==> config.mk <==
export PLATFORM = sky130hd
export DESIGN_NAME = wdt_top
export DESIGN_NICKNAME = d
export VERILOG_FILES = /design/src/rtl/wdt_pkg.sv /design/src/rtl/wdt_regfile.sv /design/src/rtl/wdt_counter.sv /design/src/rtl/wdt_pulse.sv /design/src/rtl/wdt_top.sv
export SDC_FILE = /design/constraint.sdc
export NUM_CORES = 1
export LEC_CHECK = 0
export BUFFER_PORTS_ARGS = -buffer_cell sky130_fd_sc_hd__buf_2
export CAP_MARGIN = 5
export CELL_PAD_IN_SITES_DETAIL_PLACEMENT = 0
export CELL_PAD_IN_SITES_GLOBAL_PLACEMENT = 1
export CORE_UTILIZATION = 40
export DETAILED_ROUTE_END_ITERATION = 7
export PLACE_DENSITY = 0.74
export REMOVE_ABC_BUFFERS = 1
export SLEW_MARGIN = 20
export SYNTH_ARGS = -nofsm -noshare
export SYNTH_HDL_FRONTEND = slang
export SYNTH_SLANG_ARGS = --single-unit
==> constraint.sdc <==
create_clock -name clk -period 2.7 [get_ports clk]
set_clock_uncertainty 0.1 [all_clocks]
set_input_delay 0.405 -clock clk [delete_from_list [all_inputs] [get_ports clk]]
set_output_delay 0.405 -clock clk [all_outputs]
set_load 0.01 [all_outputs]
==> src/rtl/wdt_pkg.sv <==
package wdt_pkg;

  // Register byte offsets (software-visible map)
  localparam int OFF_STATUS  = 'h00;
  localparam int OFF_RELOAD  = 'h04;
  localparam int OFF_RESTART = 'h08;
  localparam int OFF_CTRL    = 'h0C;
  localparam int OFF_TMO     = 'h10;
  localparam int OFF_TMO_CLR = 'h14;
  localparam int OFF_RST_W   = 'h18;

  // Only this exact value re-arms the counter
  localparam int RESTART_KEY = 'h4755;

  // Control field: bit2 interrupt enable, bit1 reset enable, bit0 run
  typedef struct packed {
    logic irq_en;
    logic rst_en;
    logic run;
  } ctrl_t;

  localparam int CTRL_W = $bits(ctrl_t);

endpackage

==> src/rtl/wdt_regfile.sv <==
module wdt_regfile
  import wdt_pkg::*;
#(
  parameter int ADDR_W = 8,
  parameter int DATA_W = 32,
  parameter int CNT_W  = 32,
  parameter int RSTW_W = 8
) (
  input  logic              clk,
  input  logic              rst,
  input  logic [ADDR_W-1:0] bus_addr,
  input  logic              bus_we,
  input  logic [DATA_W-1:0] bus_wdata,
  input  logic              bus_re,
  input  logic [CNT_W-1:0]  count_i,
  input  logic              expire_i,
  output ctrl_t             ctrl_o,
  output logic [CNT_W-1:0]  reload_o,
  output logic [RSTW_W-1:0] rstw_o,
  output logic              flag_o,
  output logic              load_o,
  output logic [DATA_W-1:0] bus_rdata
);

  localparam logic [ADDR_W-1:0] A_STATUS  = ADDR_W'(OFF_STATUS);
  localparam logic [ADDR_W-1:0] A_RELOAD  = ADDR_W'(OFF_RELOAD);
  localparam logic [ADDR_W-1:0] A_RESTART = ADDR_W'(OFF_RESTART);
  localparam logic [ADDR_W-1:0] A_CTRL    = ADDR_W'(OFF_CTRL);
  localparam logic [ADDR_W-1:0] A_TMO     = ADDR_W'(OFF_TMO);
  localparam logic [ADDR_W-1:0] A_TMO_CLR = ADDR_W'(OFF_TMO_CLR);
  localparam logic [ADDR_W-1:0] A_RST_W   = ADDR_W'(OFF_RST_W);
  localparam logic [DATA_W-1:0] KEY       = DATA_W'(RESTART_KEY);

  logic wr_reload, wr_ctrl, wr_rstw, wr_clr, key_hit, run_rise;
  ctrl_t wr_ctrl_val;

  assign wr_reload   = bus_we && (bus_addr == A_RELOAD);
  assign wr_ctrl     = bus_we && (bus_addr == A_CTRL);
  assign wr_rstw     = bus_we && (bus_addr == A_RST_W);
  assign wr_clr      = bus_we && (bus_addr == A_TMO_CLR);
  assign key_hit     = bus_we && (bus_addr == A_RESTART) && (bus_wdata == KEY);
  assign wr_ctrl_val = ctrl_t'(bus_wdata[CTRL_W-1:0]);
  assign run_rise    = wr_ctrl && wr_ctrl_val.run && !ctrl_o.run;
  assign load_o      = run_rise || key_hit;

  always_ff @(posedge clk) begin
    if (rst) begin
      ctrl_o   <= '0;
      reload_o <= '1;
      rstw_o   <= '0;
    end else begin
      if (wr_ctrl)   ctrl_o   <= wr_ctrl_val;
      if (wr_reload) reload_o <= bus_wdata[CNT_W-1:0];
      if (wr_rstw)   rstw_o   <= bus_wdata[RSTW_W-1:0];
    end
  end

  // Sticky timeout flag: a new expiry wins over a clear in the same cycle
  always_ff @(posedge clk) begin
    if (rst)           flag_o <= 1'b0;
    else if (expire_i) flag_o <= 1'b1;
    else if (wr_clr)   flag_o <= 1'b0;
  end

  always_ff @(posedge clk) begin
    if (rst) begin
      bus_rdata <= '0;
    end else if (bus_re) begin
      case (bus_addr)
        A_STATUS: bus_rdata <= DATA_W'(count_i);
        A_RELOAD: bus_rdata <= DATA_W'(reload_o);
        A_CTRL:   bus_rdata <= DATA_W'(ctrl_o);
        A_TMO:    bus_rdata <= DATA_W'(flag_o);
        A_RST_W:  bus_rdata <= DATA_W'(rstw_o);
        default:  bus_rdata <= '0;
      endcase
    end
  end

endmodule

==> src/rtl/wdt_counter.sv <==
module wdt_counter #(
  parameter int CNT_W = 32
) (
  input  logic             clk,
  input  logic             rst,
  input  logic             run_i,
  input  logic             load_i,
  input  logic [CNT_W-1:0] reload_i,
  output logic [CNT_W-1:0] count_o,
  output logic             expire_o
);

  logic at_zero;
  assign at_zero  = (count_o == '0);
  // A load (keyed restart or fresh enable) pre-empts expiry
  assign expire_o = run_i && !load_i && at_zero;

  always_ff @(posedge clk) begin
    if (rst)                count_o <= '1;
    else if (load_i)        count_o <= reload_i;
    else if (run_i) begin
      if (at_zero)          count_o <= reload_i;
      else                  count_o <= count_o - 1'b1;
    end
  end

endmodule

==> src/rtl/wdt_pulse.sv <==
module wdt_pulse #(
  parameter int RSTW_W = 8
) (
  input  logic              clk,
  input  logic              rst,
  input  logic              trig_i,
  input  logic [RSTW_W-1:0] width_i,
  output logic              pulse_o
);

  logic [RSTW_W-1:0] remain;

  always_ff @(posedge clk) begin
    if (rst) begin
      pulse_o <= 1'b0;
      remain  <= '0;
    end else if (trig_i) begin
      pulse_o <= 1'b1;
      remain  <= (width_i == '0) ? '0 : width_i - 1'b1;
    end else if (remain != '0) begin
      remain  <= remain - 1'b1;
    end else begin
      pulse_o <= 1'b0;
    end
  end

endmodule

==> src/rtl/wdt_top.sv <==
module wdt_top
  import wdt_pkg::*;
#(
  parameter int ADDR_W = 8,
  parameter int DATA_W = 32,
  parameter int CNT_W  = 32,
  parameter int RSTW_W = 8
) (
  input  logic              clk,
  input  logic              rst,
  input  logic [ADDR_W-1:0] bus_addr,
  input  logic              bus_we,
  input  logic [DATA_W-1:0] bus_wdata,
  input  logic              bus_re,
  output logic [DATA_W-1:0] bus_rdata,
  output logic              irq_o,
  output logic              sys_rst_o
);

  ctrl_t             ctrl;
  logic [CNT_W-1:0]  reload;
  logic [CNT_W-1:0]  count;
  logic [RSTW_W-1:0] rstw;
  logic              flag, load, expire;

  wdt_regfile #(
    .ADDR_W(ADDR_W), .DATA_W(DATA_W), .CNT_W(CNT_W), .RSTW_W(RSTW_W)
  ) regs_i (
    .clk(clk), .rst(rst),
    .bus_addr(bus_addr), .bus_we(bus_we), .bus_wdata(bus_wdata), .bus_re(bus_re),
    .count_i(count), .expire_i(expire),
    .ctrl_o(ctrl), .reload_o(reload), .rstw_o(rstw), .flag_o(flag),
    .load_o(load), .bus_rdata(bus_rdata)
  );

  wdt_counter #(.CNT_W(CNT_W)) cnt_i (
    .clk(clk), .rst(rst),
    .run_i(ctrl.run), .load_i(load), .reload_i(reload),
    .count_o(count), .expire_o(expire)
  );

  wdt_pulse #(.RSTW_W(RSTW_W)) pulse_i (
    .clk(clk), .rst(rst),
    .trig_i(expire && ctrl.rst_en), .width_i(rstw),
    .pulse_o(sys_rst_o)
  );

  always_ff @(posedge clk) begin
    if (rst) irq_o <= 1'b0;
    else     irq_o <= flag && ctrl.irq_en;
  end

endmodule

==> flow_summary.rst <==
.. list-table::
   :header-rows: 1

   * - Metric
     - Value
   * - Detailed-placement wirelength estimate
     - 14.7 mm
   * - Area added between synthesis and finish
     - 35.1%
   * - Antenna violations before repair
     - 0
   * - Total routing resource utilization after global routing
     - 0.264
   * - Number of cells after detailed placement
     - 1036
   * - Period utilisation layout
     - 0.980
   * - Pwr dens
     - 587 mW/mm²
   * - Setup violators final
     - 0
   * - Yosys reg bits
     - 118
   * - Hold_sp
     - bus_wdata[29]
   * - Remaining routing DRC violations
     - 0
   * - Total via count in the routed design
     - 6511
   * - Overall power consumption
     - 0.00487 W
   * - Average routed wire per standard cell
     - 19.5 µm
   * - TritonCTS clock tree
     - built
   * - Ant diodes
     - 0
   * - Detail-routed via count per cell
     - 6.05
   * - Synth async-reset ratio
     - 0
   * - Crit Path Max Fanout
     - 7
   * - Critical Path Sink Type
     - flop
   * - Syn Inst Count
     - 714
   * - Global-route congestion overflow total
     - 0
   * - Routability congestion estimate
     - 0.928
   * - Root Driver
     - clkbuf_16
   * - Kind of launch point of the worst setup path
     - flop
   * - Initial Utilization
     - 0.416
   * - Row Count
     - 44
   * - Final Max Tran Viols
     - 0
   * - First-pass GRT wire length
     - 32.6 mm
   * - Pin count of the biggest net entering global routing
     - 41
   * - Slew @ Worst Pin
     - 0.765 ns
   * - Placeable Area
     - 0.0148 mm²
   * - First-pass detailed-route iteration total
     - 5
   * - Chip Height
     - 126 µm
   * - Post-synthesis cell type with the largest combined area
     - dfxtp_1
   * - Worst voltage drop across the vdd grid
     - 0.000441 V
   * - Syn Area/Cell
     - 8.59 µm²
   * - Leading register cell type out of synthesis
     - dfxtp_1
   * - Top area cells in the synthesized netlist
     - dfxtp_1 (38%), mux2i_1 (5.7%), nor2_1 (4.1%)
   * - DRC marker count from the first detailed-route iteration
     - 430
   * - Count of nets left with antenna violations after detail routing
     - 0
   * - Lkg Pwr
     - 3.50 nW
   * - Clock input transition at the sequential cells of the worst setup and hold paths
     - 0.06 ns
   * - Maximum clock path buffer count
     - 2
   * - Distinct cell type count after synthesis
     - 77
   * - Share of the synthesized area in the top cell type
     - 0.385
   * - # port buffers
     - 77
   * - Num CTS Buffers
     - 17
   * - Peak Freq
     - 378 MHz
   * - Hold WC Path Type
     - in -> reg
   * - Part of the Yosys area used for sequential elements
     - 0.385
   * - Clock net sink count
     - 118
   * - Source-to-sink clock delay at the later pin of the worst-skew pair
     - 0.43 ns
   * - Post-layout nets
     - 930
   * - Count of final hold-check violations
     - 0
   * - Setup CP Type
     - reg -> reg
   * - Share of final-layout standard cells stronger than drive strength 1
     - 0.309
   * - Number of hold buffers added after CTS
     - 0
   * - Maximum Capacitance Violations
     - 0
   * - Worst rel slew slack
     - 0.485
   * - Num ports
     - 78
   * - Post-detailed-routing wire length
     - 21.0 mm
   * - Synthesized area
     - 0.00614 mm²
   * - Die X
     - 126 µm
   * - Number of flops mapped to enable cells by yosys
     - 0
   * - Worst setup startpoint
     - cnt_i.count_o[21]$_SDFFE_PP1P_
   * - Launching point of the worst reg2reg path
     - cnt_i.count_o[21]$_SDFFE_PP1P_
   * - YS warnings
     - 0
   * - Area of the die
     - 0.0158 mm²
   * - Arrival time of the worst setup path
     - 2.88 ns
   * - Depth of the CTS H-tree
     - 4
   * - Count of placed standard cells in the final layout, fillers left out
     - 1076
   * - Required time at the endpoint of the critical path
     - 2.93 ns
   * - Final Critical Period
     - 2.64 ns
   * - Status
     - finished, final reports clean
   * - Number of global-route vias before repair
     - 6202
==> cell type report <==
| class | count | area [µm²] |
|---|---|---|
| repair buffers | 199 | 1390 |
| fillers | 1381 | 6460 |
| clock buffers | 26 | 519 |
| well taps | 184 | 230 |
| multi-input cells | 533 | 3670 |
| inverters | 13 | 48.8 |
| flip-flops and latches | 118 | 2360 |
| clock inverters | 3 | 65.1 |
==> cells in the final DEF (no fill, tap or decap), types with 8 or more instances in the layout <==
cell	n
a21oi_1	24
a221oi_1	9
a22o_1	24
a22oi_1	26
and3_1	9
buf_2	77
buf_4	113
clkbuf_16	18
dfxtp_1	116
inv_1	12
mux2i_1	35
nand2_1	61
nand3_1	32
nand4_1	11
nor2_1	66
nor3_1	27
nor4_1	21
nor4_2	8
o31ai_1	10
or3_1	10
or4_1	13
==> through the flow <==
stage               hold slack [ns]  setup TNS [ns]  setup WS (ns)  utilization  cell area [µm²]
finish                       0.0994               0         0.0551        0.562             8290
detailed placement            0.359           -6.96         -0.275        0.504             7440
global placement              0.352           -4.54         -0.187        0.504             7440
CTS                          0.0958         -0.0619        -0.0191        0.547             8070
global route                  0.110         -0.0126        -0.0126        0.562             8290
floorplan                     0.351         -118.38          -2.25            -             5900
==> flip-flops by register name, indices dropped and copies added, names as in the netlist <==
register	count
cnt_i.count_o	32
regs_i.bus_rdata	32
regs_i.reload_o	32
pulse_i.remain	8
regs_i.rstw_o	8
regs_i.ctrl_o	3
irq_o	1
pulse_i.pulse_o	1
regs_i.flag_o	1
==> timing repair <==
action                     CTS  global route
pin swaps                    5            13
gates cloned                 0             3
setup endpoints to repair   20            29
gates resized for setup      4            29
buffers inserted             4             5
==> layer usage <==
metal / global-route usage / vias to the layer above / part of all wire
met2: 0.421 / 241 / 0.46
met3: 0.0569 / 41 / 0.060
met1: 0.349 / 3156 / 0.46
met5: 0 / - / 0
met4: 0.101 / 0 / 0.021
li1: - / 3073 / -
==> kinds of logic (layout without fill, tap and decap cells) <==
logic type	after synthesis	in the layout	share of synthesized area
simple gates	318	319	0.278
compound gates	163	163	0.208
flops	118	118	0.385
buf+inv	64	241	0.0463
mux	37	37	0.0608
xor+xnor	10	10	0.0143
fa+ha+maj	4	4	0.00816
==> cells in the mapped netlist, types with 3 or more instances <==
cell	number
and3_1	9
nand4_1	11
or2_2	6
a22oi_1	26
nand2b_1	6
xnor2_1	3
nor2_1	67
a22o_1	24
nor4_1	32
nand3_1	32
nor2b_1	5
dfxtp_1	118
buf_2	4
or3_1	11
clkbuf_1	38
o311a_1	3
nor4b_1	7
a222oi_1	7
ha_1	4
or4_1	14
o31ai_1	11
buf_1	5
nor3b_1	4
mux2i_1	35
a2bb2oi_1	7
inv_1	12
o221a_2	4
o21a_1	3
a21oi_1	24
o22a_1	3
a211oi_1	5
a31o_2	3
and2_1	3
a221oi_1	9
o21ai_0	6
o2bb2ai_1	3
xor2_1	7
nand2_1	63
nor3_1	31
==> worst paths after layout <==
| kind | cells after the start | slack [ns] | endpoint |
|---|---|---|---|
| worst min register to register | 2 | 0.36 | regs_i.bus_rdata[2]$_SDFFE_PP0P_ |
| worst min-delay path | 3 | 0.1 | regs_i.reload_o[29]$_SDFFE_PP1P_ |
| worst max-delay path | 7 | 0.06 | cnt_i.count_o[14]$_SDFFE_PP1P_ |
| worst max register to register | 7 | 0.06 | cnt_i.count_o[14]$_SDFFE_PP1P_ |
==> critical path: stages (launching register included) <==
cell and delay, ns:
dfxtp_2 0.31, or3_4 0.38, or4_4 0.50, or4_4 0.59, nand3_4 0.17, buf_12 0.16, nor4_4 0.04, nor4b_2 0.29
==> where the power goes <==
part           switching (W)  internal (W)  total (W)  leakage [nW]
clock network       0.000795       0.00149    0.00228         0.288
logic               0.000348      0.000327   0.000675          2.26
registers          0.0000747       0.00183    0.00191         0.957
Power figures use the tool's default switching activity.
